**src/rtl/dvc_pkg.sv**
```systemverilog
package dvc_pkg;

  // How the per-lane equality results are merged.
  typedef enum logic [1:0] {
    MODE_NONE    = 2'b00,
    MODE_ALL     = 2'b01,
    MODE_ANY     = 2'b10,
    MODE_HALFWRD = 2'b11
  } combine_mode_e;

endpackage

```
**src/rtl/dvc_lane_cmp.sv**
```systemverilog
// Equality compare of one byte lane.
module dvc_lane_cmp #(
  parameter int LANE_W = 8
) (
  input  logic [LANE_W-1:0] ref_byte,
  input  logic [LANE_W-1:0] data_byte,
  output logic              equal
);

  always_comb begin
    equal = (ref_byte == data_byte);
  end

endmodule

```
**src/rtl/dvc_combine.sv**
```systemverilog
// Merges lane equality results under the selected mode.
module dvc_combine
  import dvc_pkg::*;
#(
  parameter int LANES = 4
) (
  input  logic [LANES-1:0] lane_eq,
  input  logic [LANES-1:0] lane_en,
  input  logic [1:0]       mode,
  output logic             pass
);

  localparam int NPAIR = LANES / 2;

  logic [LANES-1:0] lane_ok;      // enabled and equal
  logic [LANES-1:0] lane_nonblk;  // disabled or equal
  logic [NPAIR-1:0] pair_ok;
  logic             all_ok;
  logic             any_ok;
  logic             half_ok;

  always_comb begin
    lane_ok     = lane_en & lane_eq;
    lane_nonblk = ~lane_en | lane_eq;
  end

  // One halfword per pair of adjacent lanes, lane 2p with lane 2p+1.
  for (genvar p = 0; p < NPAIR; p++) begin : g_pair
    always_comb begin
      pair_ok[p] = lane_ok[2*p] & lane_ok[2*p+1];
    end
  end

  always_comb begin
    all_ok  = &lane_nonblk;
    any_ok  = |lane_ok;
    half_ok = |pair_ok;
  end

  always_comb begin
    unique case (combine_mode_e'(mode))
      MODE_ALL:     pass = all_ok;
      MODE_ANY:     pass = any_ok;
      MODE_HALFWRD: pass = half_ok;
      default:      pass = 1'b0;
    endcase
  end

endmodule

```
**src/rtl/dvc_hit_reg.sv**
```systemverilog
// Registers the qualified comparison into a single-cycle pulse.
module dvc_hit_reg (
  input  logic clk,
  input  logic rst_n,
  input  logic acc_valid,
  input  logic pass,
  output logic hit
);

  logic hit_q;
  logic hit_d;
  logic hit_en;

  // Load on an access; also load when set, so that the pulse clears.
  always_comb begin
    hit_en = acc_valid | hit_q;
    hit_d  = acc_valid & pass;
  end

  always_ff @(posedge clk or negedge rst_n) begin
    if (!rst_n) begin
      hit_q <= 1'b0;
    end else if (hit_en) begin
      hit_q <= hit_d;
    end
  end

  assign hit = hit_q;

endmodule

```
**src/rtl/dvc_data_match.sv**
```systemverilog
// Top: byte-masked data value comparator.
module dvc_data_match #(
  parameter int LANES  = 4,
  parameter int LANE_W = 8,
  localparam int DATA_W = LANES * LANE_W
) (
  input  logic              clk,
  input  logic              rst_n,
  input  logic [DATA_W-1:0] ref_value,
  input  logic [LANES-1:0]  lane_en,
  input  logic [1:0]        combine_mode,
  input  logic [DATA_W-1:0] acc_data,
  input  logic              acc_valid,
  output logic              hit
);

  logic [LANES-1:0] lane_eq;
  logic             pass;

  // Lane 0 is the most significant byte of the word.
  for (genvar i = 0; i < LANES; i++) begin : g_lane
    localparam int HI = DATA_W - 1 - i * LANE_W;
    dvc_lane_cmp #(.LANE_W(LANE_W)) u_cmp (
      .ref_byte  (ref_value[HI -: LANE_W]),
      .data_byte (acc_data[HI -: LANE_W]),
      .equal     (lane_eq[i])
    );
  end

  dvc_combine #(.LANES(LANES)) u_combine (
    .lane_eq (lane_eq),
    .lane_en (lane_en),
    .mode    (combine_mode),
    .pass    (pass)
  );

  dvc_hit_reg u_hit (
    .clk       (clk),
    .rst_n     (rst_n),
    .acc_valid (acc_valid),
    .pass      (pass),
    .hit       (hit)
  );

endmodule

```
**config.mk**
```make
export PLATFORM = sky130hd
export DESIGN_NAME = dvc_data_match
export DESIGN_NICKNAME = d
export VERILOG_FILES = /design/src/rtl/dvc_pkg.sv /design/src/rtl/dvc_lane_cmp.sv /design/src/rtl/dvc_combine.sv /design/src/rtl/dvc_hit_reg.sv /design/src/rtl/dvc_data_match.sv
export SDC_FILE = /design/constraint.sdc
export NUM_CORES = 1
export LEC_CHECK = 0
export ABC_AREA = 1
export BUFFER_PORTS_ARGS = -buffer_cell sky130_fd_sc_hd__buf_2
export CAP_MARGIN = 25
export CORE_ASPECT_RATIO = 0.75
export CORE_MARGIN = 3
export CORE_UTILIZATION = 40
export CTS_CLUSTER_SIZE = 40
export DETAILED_ROUTE_END_ITERATION = 8
export PLACE_DENSITY = 0.85
export SETUP_SLACK_MARGIN = 0.5
export SYNTH_ARGS = -nofsm -noshare
export SYNTH_HDL_FRONTEND = slang
export SYNTH_HIERARCHICAL = 1
export SYNTH_SLANG_ARGS = --single-unit
```
**constraint.sdc**
```tcl
create_clock -name clk -period 1.6 [get_ports clk]
set_clock_uncertainty 0.2 [all_clocks]
set_input_delay 0.08 -clock clk [delete_from_list [all_inputs] [get_ports clk]]
set_output_delay 0.08 -clock clk [all_outputs]
set_load 0.02 [all_outputs]
```
==> summary.md, run 1 <==
| Metric | Value |
|---|---|
| Max reg flops | `1` |
| Post-CTS Setup Inserts | `0` |
| Sw Ratio | `43.0%` |
| Number of synthesized register bits | `1` |
| Reg area | `25.0 um2` |
| Antenna violations before repair | `0` |
| Gr usage total | `14.7%` |
| Final WL | `2230 um` |
| Status | `finished, final reports clean` |
| Core box area | `1840 um2` |
| Power Dens Cells | `209 nW/um2` |
| Vias per Instance | `3.97` |
| Largest net degree at the start of global routing | `4` |
| Clock transition at path regs | `0 ps` |
| Tot Pwr | `272 uW` |
| Gr ovfl total | `0` |
| Min-Delay Endpoint | `u_hit/hit` |
| Number of global-route vias before repair | `932` |
| Area Overhead vs Synth | `57.9%` |
| Die H | `45.3 um` |
| # placed instances | `308` |
| Startpoint Class | `primary input` |
| Initial Utilization | `44.8%` |
| Unrepaired setup endpoints after global routing | `true` |
| Synthesized net count | `286` |
| WHS Path Cells | `3` |
| Maximum VDD drop | `0.146 mV` |
| Initial detailed-routing violation count | `34` |
| Port bufs | `73` |
| # DRC | `0` |
| Fin crit period | `1360 ps` |
| Max Slew Vio Count | `0` |
| First-pass GRT wire length | `3300 um` |
| Area of the multi-input gates | `586 um2` |
| Die area | `2640 um2` |
| Fmax | `737 MHz` |
| DR vias | `1228` |
| CP Capture Type | `flop` |
| Overall die width | `58.4 um` |
| Seq/Total Area, Yosys | `3.04%` |
| Slew HR | `92.3%` |
| Clk pwr share | `0%` |
| Final Hold Fails | `0` |
| Fill count | `186` |
| Static leakage | `1.05 nW` |
| Layout Nets | `362` |
| Worst Hold Class | `in -> reg` |
| Post-DP HPWL | `1920 um` |
| Crit path required time | `1340 ps` |
| RePlAce Congestion | `0.661` |
| Int Power | `155 uW` |
| Max-Cap Viols | `0` |
| Worst hold slack | `73.0 ps` |
| Worst-Margin Slew | `115 ps` |
| Yosys warns | `6` |
| Setup violators final | `0` |
| Switching Power | `117 uW` |
| Fin crit share | `84.8%` |
| Pre-antenna DRT Iters | `4` |
| Syn_area_per_cell | `3.87 um2` |
| IO Pins | `74` |
| TNS Setup | `0 ps` |
| Worst Min Path Start | `acc_valid` |
| Layout Cells excl Fill | `309` |
| WP data arrival | `1090 ps` |
| Core Util, Final | `70.7%` |
| DR WL/cell | `7.23 um` |
| Inserted Diodes | `0` |
| Crit-path max FO | `2` |
| Row cnt | `13` |
| Synthesized area | `823 um2` |
| DRT antenna net count | `0` |
| Cells after Synth | `213` |
| Setup Crit Path Kind | `in -> reg` |
| Combinational share of power | `90.5%` |
| Number of distinct library cells after synthesis | `6` |
| Sequential power share | `9.5%` |
| Share of layout cells above drive strength 1 | `27.9%` |
-- power by group through the flow --
| stage | Combinational [mW] | Sequential, mW | Clock [mW] |
|---|---|---|---|
| 6_report | 0.246 | 0.0260 | 0 |
| 3_5_place_dp | 0.228 | 0.0260 | 0 |
| 3_3_place_gp | 0.222 | 0.0260 | 0 |
| 4_1_cts | 0.235 | 0.0260 | 0 |
| 2_1_floorplan | 0.108 | 0.0263 | 0 |
| 5_1_grt | 0.284 | 0.0260 | 0 |
-- cell families after synthesis --
kind of cell | count (synthesis) | share of synthesized area, %
simple gates | 147 | 67.2
buf+inv | 64 | 29.2
flops | 1 | 3.04
compound gates | 1 | 0.607
-- placed cells by master (no fill, tap or decap) --
| cell type | count |
|---|---|
| buf_2 | 65 |
| buf_4 | 1 |
| buf_6 | 7 |
| dfrtp_1 | 1 |
| dlygate4sd3_1 | 1 |
| inv_1 | 64 |
| nand2_1 | 99 |
| nand3_1 | 1 |
| nor2_1 | 40 |
| nor2_2 | 5 |
| nor2_4 | 2 |
| o21ai_1 | 1 |
-- through the flow --
stage               area [um2]  setup WS (ps)
global route              1300           97.8
CTS                       1260            288
global placement          1230            288
detailed placement        1230            269
finish                    1300            243
floorplan                  838            496
-- worst max-delay path, cell delays in order --
cell     delay (ps)
buf_6            80
nand2_1          60
inv_1            70
nor2_1           50
nor2_1          100
nand2_1          70
nor2_2          120
inv_1            40
nand2_1          50
nand2_1          50
nor2_1          100
nand2_1          50
nand3_1          70
nand2_1          50
inv_1            40
-- cell usage after synthesis --
cell type	n	area (um2)
nand3_1	1	5.00
nor2_1	47	176
nand2_1	99	372
o21ai_1	1	5.00
dfrtp_1	1	25.0
inv_1	64	240
-- how the worst max path moves through the flow --
| stage | to | startpoint |
|---|---|---|
| 2_1_floorplan | u_hit/hit | acc_data[0] |
| 3_3_place_gp | u_hit/hit | acc_data[21] |
| 3_5_place_dp | u_hit/hit | ref_value[0] |
| 4_1_cts | u_hit/hit | acc_data[0] |
| 5_1_grt | u_hit/hit | acc_data[17] |
| 6_report | u_hit/hit | acc_data[17] |
-- routing by layer --
layer / wire, um / GRT usage [%] / vias to the layer above / share of wire (%)
met5: 0 / 0 / - / 0
met4: 0 / 0 / 0 / 0
li1: - / - / 727 / -
met2: 997 / 25.6 / 47 / 45
met1: 984 / 20.4 / 454 / 44
met3: 251 / 2.00 / 0 / 11
-- layout make-up --
| class | instances | area share, % |
|---|---|---|
| inverters | 64 | 18.5 |
| multi-input cells | 148 | 45.0 |
| flip-flops and latches | 1 | 1.92 |
| well taps | 22 | 2.12 |
| repair buffers | 74 | 32.4 |
-- what timing repair did --
action | 4_1_cts | 5_1_grt
hold buffers | 1 | 0
cloned | 0 | 0
pin swaps | 2 | 24
resized for setup | 5 | 8
endpoints found under the hold margin | 1 | 0
setup endpoints to repair | 1 | 1
No activity file was read; power rests on OpenSTA's default activity.
==> inputs of run 2 (changes only) <==
- CORE_UTILIZATION: 40 -> 38
- PLACE_DENSITY: 0.85 -> 0.81
- clock period: 1.6 -> 1.4 ns (I/O delays scaled with it)
==> run 2 against run 1 <==
Effect of this change:
- wire length is 3.6% lower
- power up 14%
- combinational power up 15%
- critical endpoint unchanged
- worst setup slack got worse by 150 ps
- highest routed layer unchanged
- core utilization is 1.3 points lower
- critical path type unchanged
- cell area grew 0.77%
- via count fell by 2.5%
- global-route usage shrank 2.1 points
==> summary.md, run 2 (synthesis gave the netlist of run 1 again) <==
| Metric | Value |
|---|---|
| Overall die width | `59.7 um (+2.3%)` |
| Number of global-route vias before repair | `823 (-12%)` |
| Leading cell type in the layout, fill and taps excluded | `nand2_1` |
| Final Hold Fails | `0 (unchanged)` |
| Power Dens Cells | `238 nW/um2 (+14%)` |
| WP data arrival | `1050 ps (-40 ps)` |
| DR WL/cell | `6.97 um (-3.6%)` |
| Post-DP HPWL | `1860 um (-3.0%)` |
| Initial detailed-routing violation count | `28 (-18%)` |
| Static leakage | `1.05 nW (about the same)` |
| Clock transition at path regs | `0 ps (unchanged)` |
| # DRC | `0 (unchanged)` |
| Met3 Use GR | `1.96% (-0.039 points)` |
| Max reg flops | `1 (unchanged)` |
| Min-Delay Endpoint | `u_hit/hit` |
| Inserted Diodes | `0 (unchanged)` |
| CP Capture Type | `flop` |
| Final instance area | `1310 um2 (+0.77%)` |
| Setup Crit Path Kind | `in -> reg` |
| Worst-Margin Slew | `126 ps (+10.3 ps)` |
| Worst Hold Class | `in -> reg` |
| Gr busiest metal | `met2` |
| Fmax | `765 MHz` |
| Largest net degree at the start of global routing | `4 (unchanged)` |
| Grt met1 use | `16.6% (-3.8 points)` |
| # placed instances | `308 (unchanged)` |
| WHS Path Cells | `3 (unchanged)` |
| Port bufs | `73 (unchanged)` |
| Unrepaired setup endpoints after global routing | `true` |
| Gr usage total | `12.6% (-2.1 points)` |
| DR vias | `1197 (-2.5%)` |
| Fin crit period | `1310 ps` |
| Layout Nets | `362 (unchanged)` |
| Crit path required time | `1140 ps (-200 ps)` |
| Die area | `2770 um2 (+4.6%)` |
| First-pass GRT wire length | `2880 um (-13%)` |
| IO Pins | `74 (unchanged)` |
| Antenna violations before repair | `0 (unchanged)` |
| Share of layout cells above drive strength 1 | `28.9% (+1.0 points)` |
| Worst Min Path Start | `acc_valid` |
| Met2 usage | `22.8% (-2.8 points)` |
| Die H | `46.3 um (+2.3%)` |
| Final WL | `2150 um (-3.6%)` |
| DRT antenna net count | `0 (unchanged)` |
| Initial Utilization | `43.6% (-1.2 points)` |
| Vias per Instance | `3.87 (-2.5%)` |
| Most frequent cells in the layout | `nand2_1 (98), buf_2 (66), inv_1 (64)` |
| Gr ovfl total | `0 (unchanged)` |
| Final WS setup | `92.0 ps (-151 ps)` |
| Maximum VDD drop | `0.141 mV (-3.2%)` |
| Pre-antenna DRT Iters | `4 (unchanged)` |
| Core box area | `1890 um2 (+2.7%)` |
| Crit-path max FO | `2 (unchanged)` |
| Pre-CTS WS | `79.9 ps (-189 ps)` |
| RePlAce Congestion | `0.728 (+10%)` |
| Post-CTS Setup Inserts | `0 (unchanged)` |
| Layout Cells excl Fill | `309 (unchanged)` |
| Slew HR | `91.6% (-0.69 points)` |
| Row cnt | `13 (unchanged)` |
| Max Slew Vio Count | `0 (unchanged)` |
| Max-Cap Viols | `0 (unchanged)` |
| Fin crit share | `93.4%` |
| Area Overhead vs Synth | `59.1%` |
| Tot Pwr | `311 uW (+14%)` |
| Post-DP Area | `1230 um2 (unchanged)` |
| Status | `finished, final reports clean` |
| Setup violators final | `0 (unchanged)` |
| Startpoint Class | `primary input` |
==> run 2: cell count changes in the layout (fill, tap and decap cells not counted) <==
cell	before	now
nor2_1	40	38
buf_2	65	66
buf_4	1	0
nand2_1	99	98
nand2_2	0	1
nor2_2	5	6
nor2_4	2	3
==> run 2: timing repair <==
action,4_1_cts,5_1_grt
resized for setup,2,14
pin swaps,4,15
endpoints found under the hold margin,1,0
hold buffers,1,0
endpoints found under the setup margin,1,1
==> run 2: worst max-delay path by stage <==
stage,startpoint,end,slack [ps],cells past startpoint
3_3_place_gp,acc_data[16],u_hit/hit,90,14
2_1_floorplan,acc_data[0],u_hit/hit,310,13
5_1_grt,ref_value[16],u_hit/hit,-110,14
4_1_cts,acc_data[25],u_hit/hit,100,14
6_report,ref_value[5],u_hit/hit,90,15
3_5_place_dp,ref_value[0],u_hit/hit,80,15
==> run 2: area by class of cell <==
cell class	count	area [um2]
fill	202	577
inverter	64	240
multi-input combinational	148	598
sequential	1	25.0
tap	22	27.5
timing repair buffer	74	419
==> run 2: stage by stage <==
stage	TNS (ps)	util [%]	hold WS [ps]
2_1_floorplan	0	-	-426
3_3_place_gp	0	65.3	-355
3_5_place_dp	0	65.3	-355
4_1_cts	0	66.2	64.0
5_1_grt	-112	69.4	79.6
6_report	0	69.4	57.6
==> run 2: per-layer routing <==
metal	vias up	part of all wire [%]
met2	45	43
li1	729	-
met3	0	11
met4	0	0
met1	423	46
met5	-	0
==> run 2: power breakdown <==
part           switching [mW]  internal (mW)
Sequential          0.0000499         0.0297
Combinational           0.134          0.148
Clock                       0              0
Total                   0.134          0.178
==> run 2: worst max-delay path: stages <==
cell and delay, ps:
buf_2 120, nand2_1 70, inv_1 50, nor2_1 40
nor2_1 90, nand2_1 60, nor2_2 130, inv_1 50
nand2_1 50, nand2_1 40, nor2_1 80, nand2_1 50
nand3_1 60, nand2_1 50, inv_1 40
==> inputs of run 3 (changes only) <==
- BUFFER_PORTS_ARGS: -buffer_cell sky130_fd_sc_hd__buf_2 -> -buffer_cell sky130_fd_sc_hd__buf_4
- CORE_UTILIZATION: 38 -> 39
- CTS_BUF_LIST: not set -> sky130_fd_sc_hd__clkbuf_4 sky130_fd_sc_hd__clkbuf_8
- PLACE_DENSITY: 0.81 -> 0.83
==> run 3 against run 2 <==
Effect of this change:
- wire length up 7.0%
- combinational power is 18% higher
- power increased by 16%
- cell count unchanged
- critical path type unchanged
- worst setup slack better by 3.4 ps
- worst hold slack improved by 2.4 ps
==> summary.md, run 3 (synthesis gave the netlist of run 1 again) <==
| Metric | Value |
|---|---|
| Fin crit period | `1300 ps (-3.43 ps)` |
| Max reg flops | `1 (unchanged)` |
| Overall die width | `59.1 um (-1.2%)` |
| Die area | `2700 um2 (-2.3%)` |
| Crit path required time | `1140 ps (about the same)` |
| Tot Pwr | `361 uW (+16%)` |
| DR vias | `1267 (+5.8%)` |
| Gr usage total | `16.5% (+3.9 points)` |
| Grt met1 use | `20.5% (+3.9 points)` |
| Max Slew Vio Count | `0 (unchanged)` |
| Core box area | `1850 um2 (-1.7%)` |
| Gr busiest metal | `met2` |
| Gr ovfl total | `0 (unchanged)` |
| Setup Crit Path Kind | `in -> reg` |
| Reg area | `25.0 um2 (unchanged)` |
| Share of layout cells above drive strength 1 | `30.0% (+1.0 points)` |
| Most frequent cells in the layout | `nand2_1 (99), buf_4 (68), inv_1 (62)` |
| CP Capture Type | `flop` |
| Inserted Diodes | `0 (unchanged)` |
| Antenna violations before repair | `0 (unchanged)` |
| Initial Utilization | `44.4% (+0.77 points)` |
| Post-CTS Setup Inserts | `0 (unchanged)` |
| Post-DP HPWL | `2100 um (+13%)` |
| Static leakage | `1.10 nW (+4.8%)` |
| Largest net degree at the start of global routing | `4 (unchanged)` |
| Unrepaired setup endpoints after global routing | `true` |
| Crit-path max FO | `2 (unchanged)` |
| RePlAce Congestion | `0.737 (+1.2%)` |
| Fill count | `179 (-11%)` |
| Worst-Margin Slew | `113 ps (-12.6 ps)` |
| Fmax | `767 MHz (+0.26%)` |
| First-pass GRT wire length | `3670 um (+28%)` |
| Die H | `45.8 um (-1.1%)` |
| Final WL | `2300 um (+7.0%)` |
| Status | `finished, final reports clean` |
| Row cnt | `13 (unchanged)` |
| Initial detailed-routing violation count | `64 (+130%)` |
| Worst hold slack | `60.0 ps (+2.41 ps)` |
| Setup violators final | `0 (unchanged)` |
| Pre-antenna DRT Iters | `5 (+1)` |
| Slew HR | `92.4% (+0.82 points)` |
| Area Overhead vs Synth | `78.0%` |
| Final instance area | `1470 um2 (+12%)` |
| Startpoint Class | `primary input` |
| Max-Cap Viols | `0 (unchanged)` |
| Clock transition at path regs | `0 ps (unchanged)` |
| WP data arrival | `1040 ps (about the same)` |
| DRT antenna net count | `0 (unchanged)` |
| Core Util, Final | `79.0% (+9.6 points)` |
| Post-DP Area | `1410 um2 (+15%)` |
| DR WL/cell | `7.45 um (+7.0%)` |
| Area of the multi-input gates | `596 um2 (-0.42%)` |
| Fin crit share | `93.2% (-0.24 points)` |
| Leading cell type in the layout, fill and taps excluded | `nand2_1` |
| Port bufs | `73 (unchanged)` |
| # DRC | `0 (unchanged)` |
| Worst Hold Class | `in -> reg` |
| Vias per Instance | `4.10 (+5.8%)` |
| Met3 Use GR | `2.83% (+0.87 points)` |
| IO Pins | `74 (unchanged)` |
| Maximum VDD drop | `0.163 mV (+15%)` |
| Met2 usage | `31.5% (+8.7 points)` |
| Power Dens Cells | `247 nW/um2 (+3.8%)` |
| Number of global-route vias before repair | `1010 (+23%)` |
| Final Hold Fails | `0 (unchanged)` |
| Layout Nets | `362 (unchanged)` |
[run 3: cell counts in the layout (fill, tap and decap cells not counted)]
No cell type changed its count.
[run 3: metal layers]
metal | vias to the layer above | share of wire, %
met5 | - | 0
li1 | 725 | -
met4 | 0 | 0
met3 | 0 | 11
met1 | 496 | 40
met2 | 46 | 48
[run 3: final timing paths]
check | depth (start not counted) | endpoint | slack, ps | from
min in group asynchronous | 2 | u_hit/hit | 200 | rst_n
worst min-delay path | 3 | u_hit/hit | 60 | acc_valid
worst max-delay path | 14 | u_hit/hit | 100 | acc_data[25]
max in group asynchronous | 2 | u_hit/hit | 710 | rst_n
[run 3: through the flow]
stage                     cells  TNS, ps  setup WS, ps
final                       309        0          95.4
after global routing        309    -80.7         -80.7
after CTS                   309        0          67.7
after detailed placement    308        0          39.1
after global placement      308        0          86.1
after floorplan             213        0           306
[run 3: critical path, cell delays in order]
cell	delay, ps
buf_4	110
nor2_1	80
nor2_1	40
nor2_1	100
nand2_1	70
nor2_2	100
inv_1	50
nand2_1	60
nand2_1	60
nor2_1	90
nand2_1	50
nand3_1	60
nand2_1	50
inv_1	40
[run 3: area by class of cell]
| type | count | area share (%) |
|---|---|---|
| inverter | 64 | 16.4 |
| multi-input combinational | 148 | 40.6 |
| sequential | 1 | 1.71 |
| timing repair buffer | 74 | 39.4 |
| tap | 22 | 1.88 |
[run 3: report_power, final]
part	total, mW	internal (mW)	switching (mW)
clock	0	0	0
combinational	0.332	0.197	0.135
sequential	0.0297	0.0297	0.0000522
total	0.361	0.226	0.135
[run 3: timing repair]
action / 4_1_cts / 5_1_grt
resized for setup: 3 / 13
pin swaps: 1 / 22
hold buffers: 1 / 0
endpoints found under the setup margin: 1 / 1
endpoints found under the hold margin: 1 / 0
